## config.mk

```make
export PLATFORM = sky130hd
export DESIGN_NAME = vapic_access_router
export DESIGN_NICKNAME = d
export VERILOG_FILES = /design/src/rtl/vapic_access_router.sv
export SDC_FILE = /design/constraint.sdc
export NUM_CORES = 1
export LEC_CHECK = 0
export ABC_AREA = 1
export BUFFER_PORTS_ARGS = -buffer_cell sky130_fd_sc_hd__buf_4
export CAP_MARGIN = 20
export CORE_MARGIN = 2
export CORE_UTILIZATION = 41
export CTS_CLUSTER_SIZE = 12
export DETAILED_ROUTE_END_ITERATION = 8
export GPL_TIMING_DRIVEN = 0
export HOLD_SLACK_MARGIN = 0.08
export PLACE_DENSITY = 0.88
export SETUP_SLACK_MARGIN = 0.3
export SYNTH_ARGS = -nofsm -noshare
export SYNTH_HDL_FRONTEND = slang
export SYNTH_SLANG_ARGS = --single-unit
```

## constraint.sdc

```tcl
create_clock -name clk -period 1.3 [get_ports clk]
set_clock_uncertainty 0.05 [all_clocks]
set_input_delay 0 -clock clk [delete_from_list [all_inputs] [get_ports clk]]
set_output_delay 0 -clock clk [all_outputs]
set_load 0.03 [all_outputs]
```

## src/rtl/vapic_access_router.sv

```systemverilog
module vapic_access_router #(
  parameter int PA_W = 36,
  parameter logic [11:0] TPR_OFS = 12'h080,
  parameter logic [11:0] MSR_TPR = 12'h808
) (
  input  logic              clk,
  input  logic              rst_n,
  input  logic              in_valid,
  input  logic [1:0]        in_src,
  input  logic              in_write,
  input  logic [PA_W-1:0]   in_addr,
  input  logic [PA_W-13:0]  real_base_pg,
  input  logic [PA_W-13:0]  acc_base_pg,
  input  logic [PA_W-13:0]  virt_base_pg,
  input  logic              en_virt_acc,
  input  logic              en_x2,
  input  logic              en_tpr_shadow,
  output logic              out_valid,
  output logic [1:0]        out_route,
  output logic [PA_W-1:0]   out_addr,
  output logic              exit_pulse,
  output logic [1:0]        exit_reason
);
  localparam int PG_W = PA_W - 12;
  localparam logic [1:0] RT_PASS = 2'd0, RT_REAL = 2'd1, RT_REDIR = 2'd2, RT_EXIT = 2'd3;
  localparam logic [1:0] EX_NONE = 2'd0, EX_OFS = 2'd1, EX_NOVP = 2'd2, EX_MSR = 2'd3;
  localparam logic [1:0] SRC_MEM = 2'd0, SRC_MSR = 2'd1, SRC_CR8 = 2'd2;

  wire [PG_W-1:0] pg = in_addr[PA_W-1:12];
  wire [11:0] ofs = in_addr[11:0];
  wire hit_acc = en_virt_acc && (pg == acc_base_pg);
  wire hit_real = (pg == real_base_pg);
  wire msr_rng = (pg == '0) && (ofs[11:8] == 4'h8);
  wire [PA_W-1:0] redir_addr = {virt_base_pg, TPR_OFS};
  wire unused_wr = in_write;

  logic want_tpr;
  logic [1:0] route_d, reason_d;
  logic [PA_W-1:0] addr_d;

  always_comb begin
    want_tpr = 1'b0;
    route_d  = RT_PASS;
    reason_d = EX_NONE;
    addr_d   = in_addr;
    unique case (in_src)
      SRC_MEM: begin
        if (hit_acc) begin
          if (ofs == TPR_OFS) want_tpr = 1'b1;
          else begin route_d = RT_EXIT; reason_d = EX_OFS; end
        end else if (hit_real) route_d = RT_REAL;
      end
      SRC_MSR: begin
        if (msr_rng) begin
          if (!en_x2) route_d = RT_REAL;
          else if (ofs == MSR_TPR) want_tpr = 1'b1;
          else begin route_d = RT_EXIT; reason_d = EX_MSR; end
        end
      end
      SRC_CR8: want_tpr = 1'b1;
      default: ;
    endcase
    if (want_tpr) begin
      if (en_tpr_shadow) begin route_d = RT_REDIR; addr_d = redir_addr; end
      else begin route_d = RT_EXIT; reason_d = EX_NOVP; end
    end
    if (route_d == RT_EXIT) addr_d = '0;
  end

  always_ff @(posedge clk) begin
    if (!rst_n) begin
      out_valid   <= 1'b0;
      out_route   <= RT_PASS;
      out_addr    <= '0;
      exit_pulse  <= 1'b0;
      exit_reason <= EX_NONE;
    end else begin
      out_valid   <= in_valid;
      out_route   <= in_valid ? route_d : RT_PASS;
      out_addr    <= in_valid ? addr_d : '0;
      exit_pulse  <= in_valid && (route_d == RT_EXIT);
      exit_reason <= in_valid ? reason_d : EX_NONE;
    end
  end

  a_r2_idle_no_result: assert property (@(posedge clk) disable iff (!rst_n)
    !in_valid |=> !out_valid);
  a_r11_exit_has_reason: assert property (@(posedge clk) disable iff (!rst_n)
    exit_pulse |-> (out_valid && out_route == RT_EXIT && exit_reason != EX_NONE));
  a_r5_acc_beats_real: assert property (@(posedge clk) disable iff (!rst_n)
    (in_valid && in_src == SRC_MEM && en_virt_acc && pg == acc_base_pg) |=> (out_route != RT_REAL));
  a_r10_cr8_no_shadow: assert property (@(posedge clk) disable iff (!rst_n)
    (in_valid && in_src == SRC_CR8 && !en_tpr_shadow) |=> (exit_pulse && exit_reason == EX_NOVP));
  a_r3_redirect_offset: assert property (@(posedge clk) disable iff (!rst_n)
    (out_valid && out_route == RT_REDIR) |-> (out_addr[11:0] == TPR_OFS));
endmodule

```

Word level (Yosys, flattened, before mapping):

Index checks and enable logic that the tools add are counted.

* register bits: 42
* bits in latches: 0
* memory bits (writable): 0
* memory bits (read-only): 0
* output and inout port bits: 42
* word-level logic and storage cells: 46
* memories: 0

* add/subtract/negate cells: 0
* $mul: 0
* divide/modulo/power cells: 0
* $lt $le $gt $ge: 0
* equality and inequality tests: 8
* shifts and indexed selects: 0
* mux-type cells: 24
* bitwise operators: 2
* reduce and logical (&&, ||, !) cells: 7

Operators by type and width (number)
* $mux W36: 2
* $eq A24 B24 Y1: 2
* $logic_not A24 Y1: 1
* $mux W2: 10
* $eq A12 B12 Y1 const B: 1
* $eq A12 B8 Y1 const B: 1
* $mux W1: 9
* $pmux W2 S2: 2
* $eq A2 B2 Y1 const B: 2
* $eq A4 B4 Y1 const B: 1
* $logic_and A1 B1 Y1: 3
* $pmux W1 S3: 1
* $reduce_or A3 Y1: 1
* $eq A2 B1 Y1 const B: 1
* $logic_not A2 Y1: 1
* $not A1 Y1: 2
* $reduce_and A2 Y1: 1

Logic depth before layout (Yosys ltp):

* word-level depth: 8
* mapped depth: 16
* depth with buffers taken out: 15

Least setup slack after synthesis:

Ideal clock, no wire load.

* path kind: in2reg
* start point: input port in_addr[8]
* end point: register out_addr[19]
* arrival: 1264 ps
* required time: 1138 ps
* setup slack: -126 ps
* stages: 14
* path buffers: 2
* cell sequence: nor2_1 -> nand2_1 -> nor2_1 -> nand2_1 -> nor2_2 -> nand2_1 -> a21oi_4 -> nand3_1 -> buf_4 -> buf_6 -> nand2_1 -> nand2_1 -> inv_1 -> nor2_2

* cells in the longest elaborated chain, start to end: 8

Ends and longest elaborated chain
* from (decl): RTL line 11 `input logic [PA_W-1:0] in_addr,`
* $eq A12 B12 Y1: RTL line 56 `else if (ofs == MSR_TPR) want_tpr = 1'b1;`
* $mux W1 / $mux W2 (equally long branches): RTL line 56
* $mux W1 / $mux W2 (equally long branches): RTL line 55 `if (!en_x2) route_d = RT_REAL;`
* $mux W1 / $mux W2 (equally long branches): RTL line 54 `if (msr_rng) begin`
* $pmux W1 S3 / $pmux W2 S2 (equally long branches): RTL line 46 `unique case (in_src)`
* $mux W2: RTL line 63 `if (want_tpr) begin`
* $eq A2 B2 Y1: RTL line 67 `if (route_d == RT_EXIT) addr_d = '0;`
* $reduce_or A3 Y1 (no line)
* to (signal assigned): RTL line 80 `out_addr <= in_valid ? addr_d : '0;`
* to (decl): RTL line 20 `output logic [PA_W-1:0] out_addr,`

Parallel ways exist; a longest one is shown, timed or not.
A chain may end at the register's enable or synchronous reset.

Final worst setup path:

* start point: input port in_addr[21]
* end point: register out_addr[28]

* cells in the longest elaborated chain, start to end: 7

Ends and longest elaborated chain
* $eq A24 B24 Y1 (tied with other cells): RTL line 32 `wire hit_real = (pg == real_base_pg);`
* $mux W1 (tied with other cells): RTL line 51 `end else if (hit_real) route_d = RT_REAL;`
* $mux W2 (tied with other cells): RTL line 48 `if (hit_acc) begin`
* $pmux W2 S2 / $pmux W1 S3 (equally long branches): RTL line 46
* $mux W2: RTL line 63
* $eq A2 B2 Y1: RTL line 67
* $reduce_or A3 Y1 (no line)

Parallel ways exist; a longest one is shown, timed or not.

==> results.toml <==
[global_routing]
grtUsageTotal_pct = 28.86
grtUsageMet3_pct = 6.315
met1_usage_pct = 28.46
top_usage_layer = "met2"
use_met2_pct = 57.51
grt_max_degree = 16
overflow = 0
grt_pass1_wl_mm = 17.37
grt_antenna_before_repair = 0
grt_pass1_vias = 4059

[clock_tree]
ctsRootBufferMaster = "clkbuf_8"
tritoncts = "yes"
cts_sinks = 42
cts_buffers = 5
htree_levels = 2
cts-hold-fix-buffers = 61
clock_path_buffers = 2
path_clk_slew_ns = 0.10

[layout]
nets = 892
fin_area_um2 = 5549
area_growth_syn_to_layout_pct = 92.32
fillCellCount = 415
n_antenna_cell = 0
layout-drive-gt1-share_pct = 40.08

[die]
die_area_um2 = 7725
die_w_um = 87.89
core-area_um2 = 6794
dieHeight_um = 87.89
initial_utilization_pct = 42.47
rows = 30
boundaryPins = 159

[detailed_routing]
drtIter0Drc = 208
wire_per_inst_um = 14.60
vias = 4097
viasPerCell = 4.698
wl_mm = 12.73
dr.pass1.iters = 5
drcViolationCount = 0
antenna_left = 0

[synth]
yosys_warnings = 0
synth_cell_types = 24
synth-edff-count = 0
ys.flop_type = "dfxtp_1"
yosysSeqAreaShare_pct = 29.14
yosys.area.top_type = "nand2_1"
synth_nets = 643
synthCells = 526
synth.area.top_cells = "nand2_1 (30%), dfxtp_1 (29%), inv_1 (12%)"
synth_area_um2 = 2885
yosys.area.top_type_share_pct = 30.31
async_reset_ff_share_pct = 0
ys_ff_latch = 42
synth_area_per_cell_um2 = 5.485

[worst_hold_path]
hold_path_depth = 4
hold_class = "in2reg"
hold_end = "exit_reason[1]$_SDFF_PN0_"
hold_start = "in_src[0]"

[power_and_ir_drop]
leakage_uw = 0.003076
p_per_area_nw_per_um2 = 677.5
peakVddDrop_uv = 382.6

[sta]
tightest_slew_ns = 0.3921
rsz0062_at_grt = "yes"
final-hold-violation-count = 0
slew_violations = 0
fin_crit_ns = 1.667
relSlewSlack_pct = 73.74
tns_ns = -8.476
setup_viol = 38
setup_ws_ns = -0.3672
fmax_ghz = 0.5998
fin_crit_sh_pct = 128.2

[worst_setup_path]
crit_path_start_kind = "input pin"
crit_type = "in2reg"
cp.arrival_ns = 1.86
path_max_fanout = 5
cp_cell_sequence = "buf_8 > nor2_4 > nand3_4 > nor2_4 > nand2_2 > nor2_4 > nand2_2 > a21oi_4 > nand2_4 > nor2_4 > buf_6 > nand2_1 > nand2_1 > inv_1 > nor2_2"
critical-path-max-stage-delay_ns = 0.24
end_kind = "flop"
critical-path-slowest-cell = "nor2_4"
critPathRequiredTime_ns = 1.49
path_common_cell = "nor2_4"

[placement]
gp_congestion = 0.7914
placed_cell_area_um2 = 4239
place_hpwl_mm = 7.198
portBuffers = 157

[outcome]
status = "finished with violations"
failed_checks = "setup timing"

[job]
maxCapViolCount = 0
state kept, by name, summed over array words and instances (netlist names):
| signal | count |
|---|---|
| out_valid | 1 |
| exit_reason | 2 |
| exit_pulse | 1 |
| out_route | 2 |
| out_addr | 36 |
area by class of cell:
| cell class | count | area [um2] | area share [%] |
|---|---|---|---|
| clock inverters | 3 | 25.02 | 0.4510 |
| flip-flops and latches | 42 | 840.8 | 15.15 |
| multi-input cells | 371 | 1852 | 33.37 |
| clock buffers | 5 | 68.82 | 1.240 |
| repair buffers | 242 | 2123 | 38.26 |
| plain buffers | 9 | 121.4 | 2.187 |
| inverters | 104 | 397.9 | 7.170 |
| well taps | 96 | 120.1 | 2.165 |
what timing repair did:
action,4_1_cts,5_1_grt
pin swaps,9,59
buffers inserted,14,4
endpoints found under the setup margin,40,41
hold endpoints to repair,42,1
cloned,3,3
resized for setup,29,83
metrics by stage:
stage	setup WS (ns)	power [uW]	hold slack, ns	util (%)	instances
2_1_floorplan	-0.08906	1948	0.06379	-	526
3_3_place_gp	-0.5342	2425	0.1768	62.39	779
3_5_place_dp	-0.5991	2458	0.1782	62.39	779
4_1_cts	-0.1575	3580	0.003170	76.89	865
5_1_grt	-0.4428	3933	0.04374	81.68	872
6_report	-0.3672	3760	0.01807	81.68	872
cell usage in the layout, fill, tap and decap left out, types with 6 or more instances in the layout:
cell	count
nand2_1	202
inv_2	18
buf_4	160
buf_8	6
nor2_2	32
dfxtp_1	42
dlygate4sd3_1	61
nand2_2	29
nor2_4	18
nand3_1	16
nor2_1	46
inv_1	82
buf_6	16
cells by family after synthesis:
logic type / after synthesis / synth area share (%)
flip-flops: 42 / 29.14
buffers and inverters: 113 / 16.70
AO/OA/AOI/OAI: 7 / 1.648
AND/OR/NAND/NOR: 358 / 50.69
XOR/XNOR: 6 / 1.822
synth_stat cells, drive strengths merged (2+ instances only):
master	number
dfxtp	42
buf	9
nor3	2
nand3	23
xnor2	3
inv	103
xor2	3
nor2	96
nand2	235
nand4	2
o21ai	3
a21oi	3
routing by layer:
layer	wire length [um]	up-vias
met5	0	-
met4	442	0
met3	773	44
met2	6923	196
met1	4592	1848
li1	-	2009
worst max-delay path by stage:
stage / start / to / cells past startpoint
2_1_floorplan: in_addr[24] / out_addr[16]$_SDFF_PP0_ / 13
3_3_place_gp: in_addr[20] / out_addr[18]$_SDFF_PP0_ / 14
3_5_place_dp: in_addr[20] / out_addr[22]$_SDFF_PP0_ / 15
4_1_cts: in_addr[29] / out_addr[22]$_SDFF_PP0_ / 15
5_1_grt: in_addr[8] / out_addr[28]$_SDFF_PP0_ / 15
6_report: in_addr[21] / out_addr[28]$_SDFF_PP0_ / 15
worst max-delay path, delay by kind of cell:
family / cells / cell delay, ns
AOI/OAI and AO/OA: 1 / 0.21
buffers and inverters: 3 / 0.36
and+or+nand+nor: 11 / 1.28
power by group:
group | internal [uW] | leakage (uW) | switching [uW] | total [uW]
registers | 1340 | 0.000344 | 18.0 | 1360
clock network | 389 | 0.0000447 | 533 | 922
logic | 731 | 0.00269 | 748 | 1480
total | 2460 | 0.00308 | 1300 | 3760
Note: power is estimated with default switching activity, not from simulation.
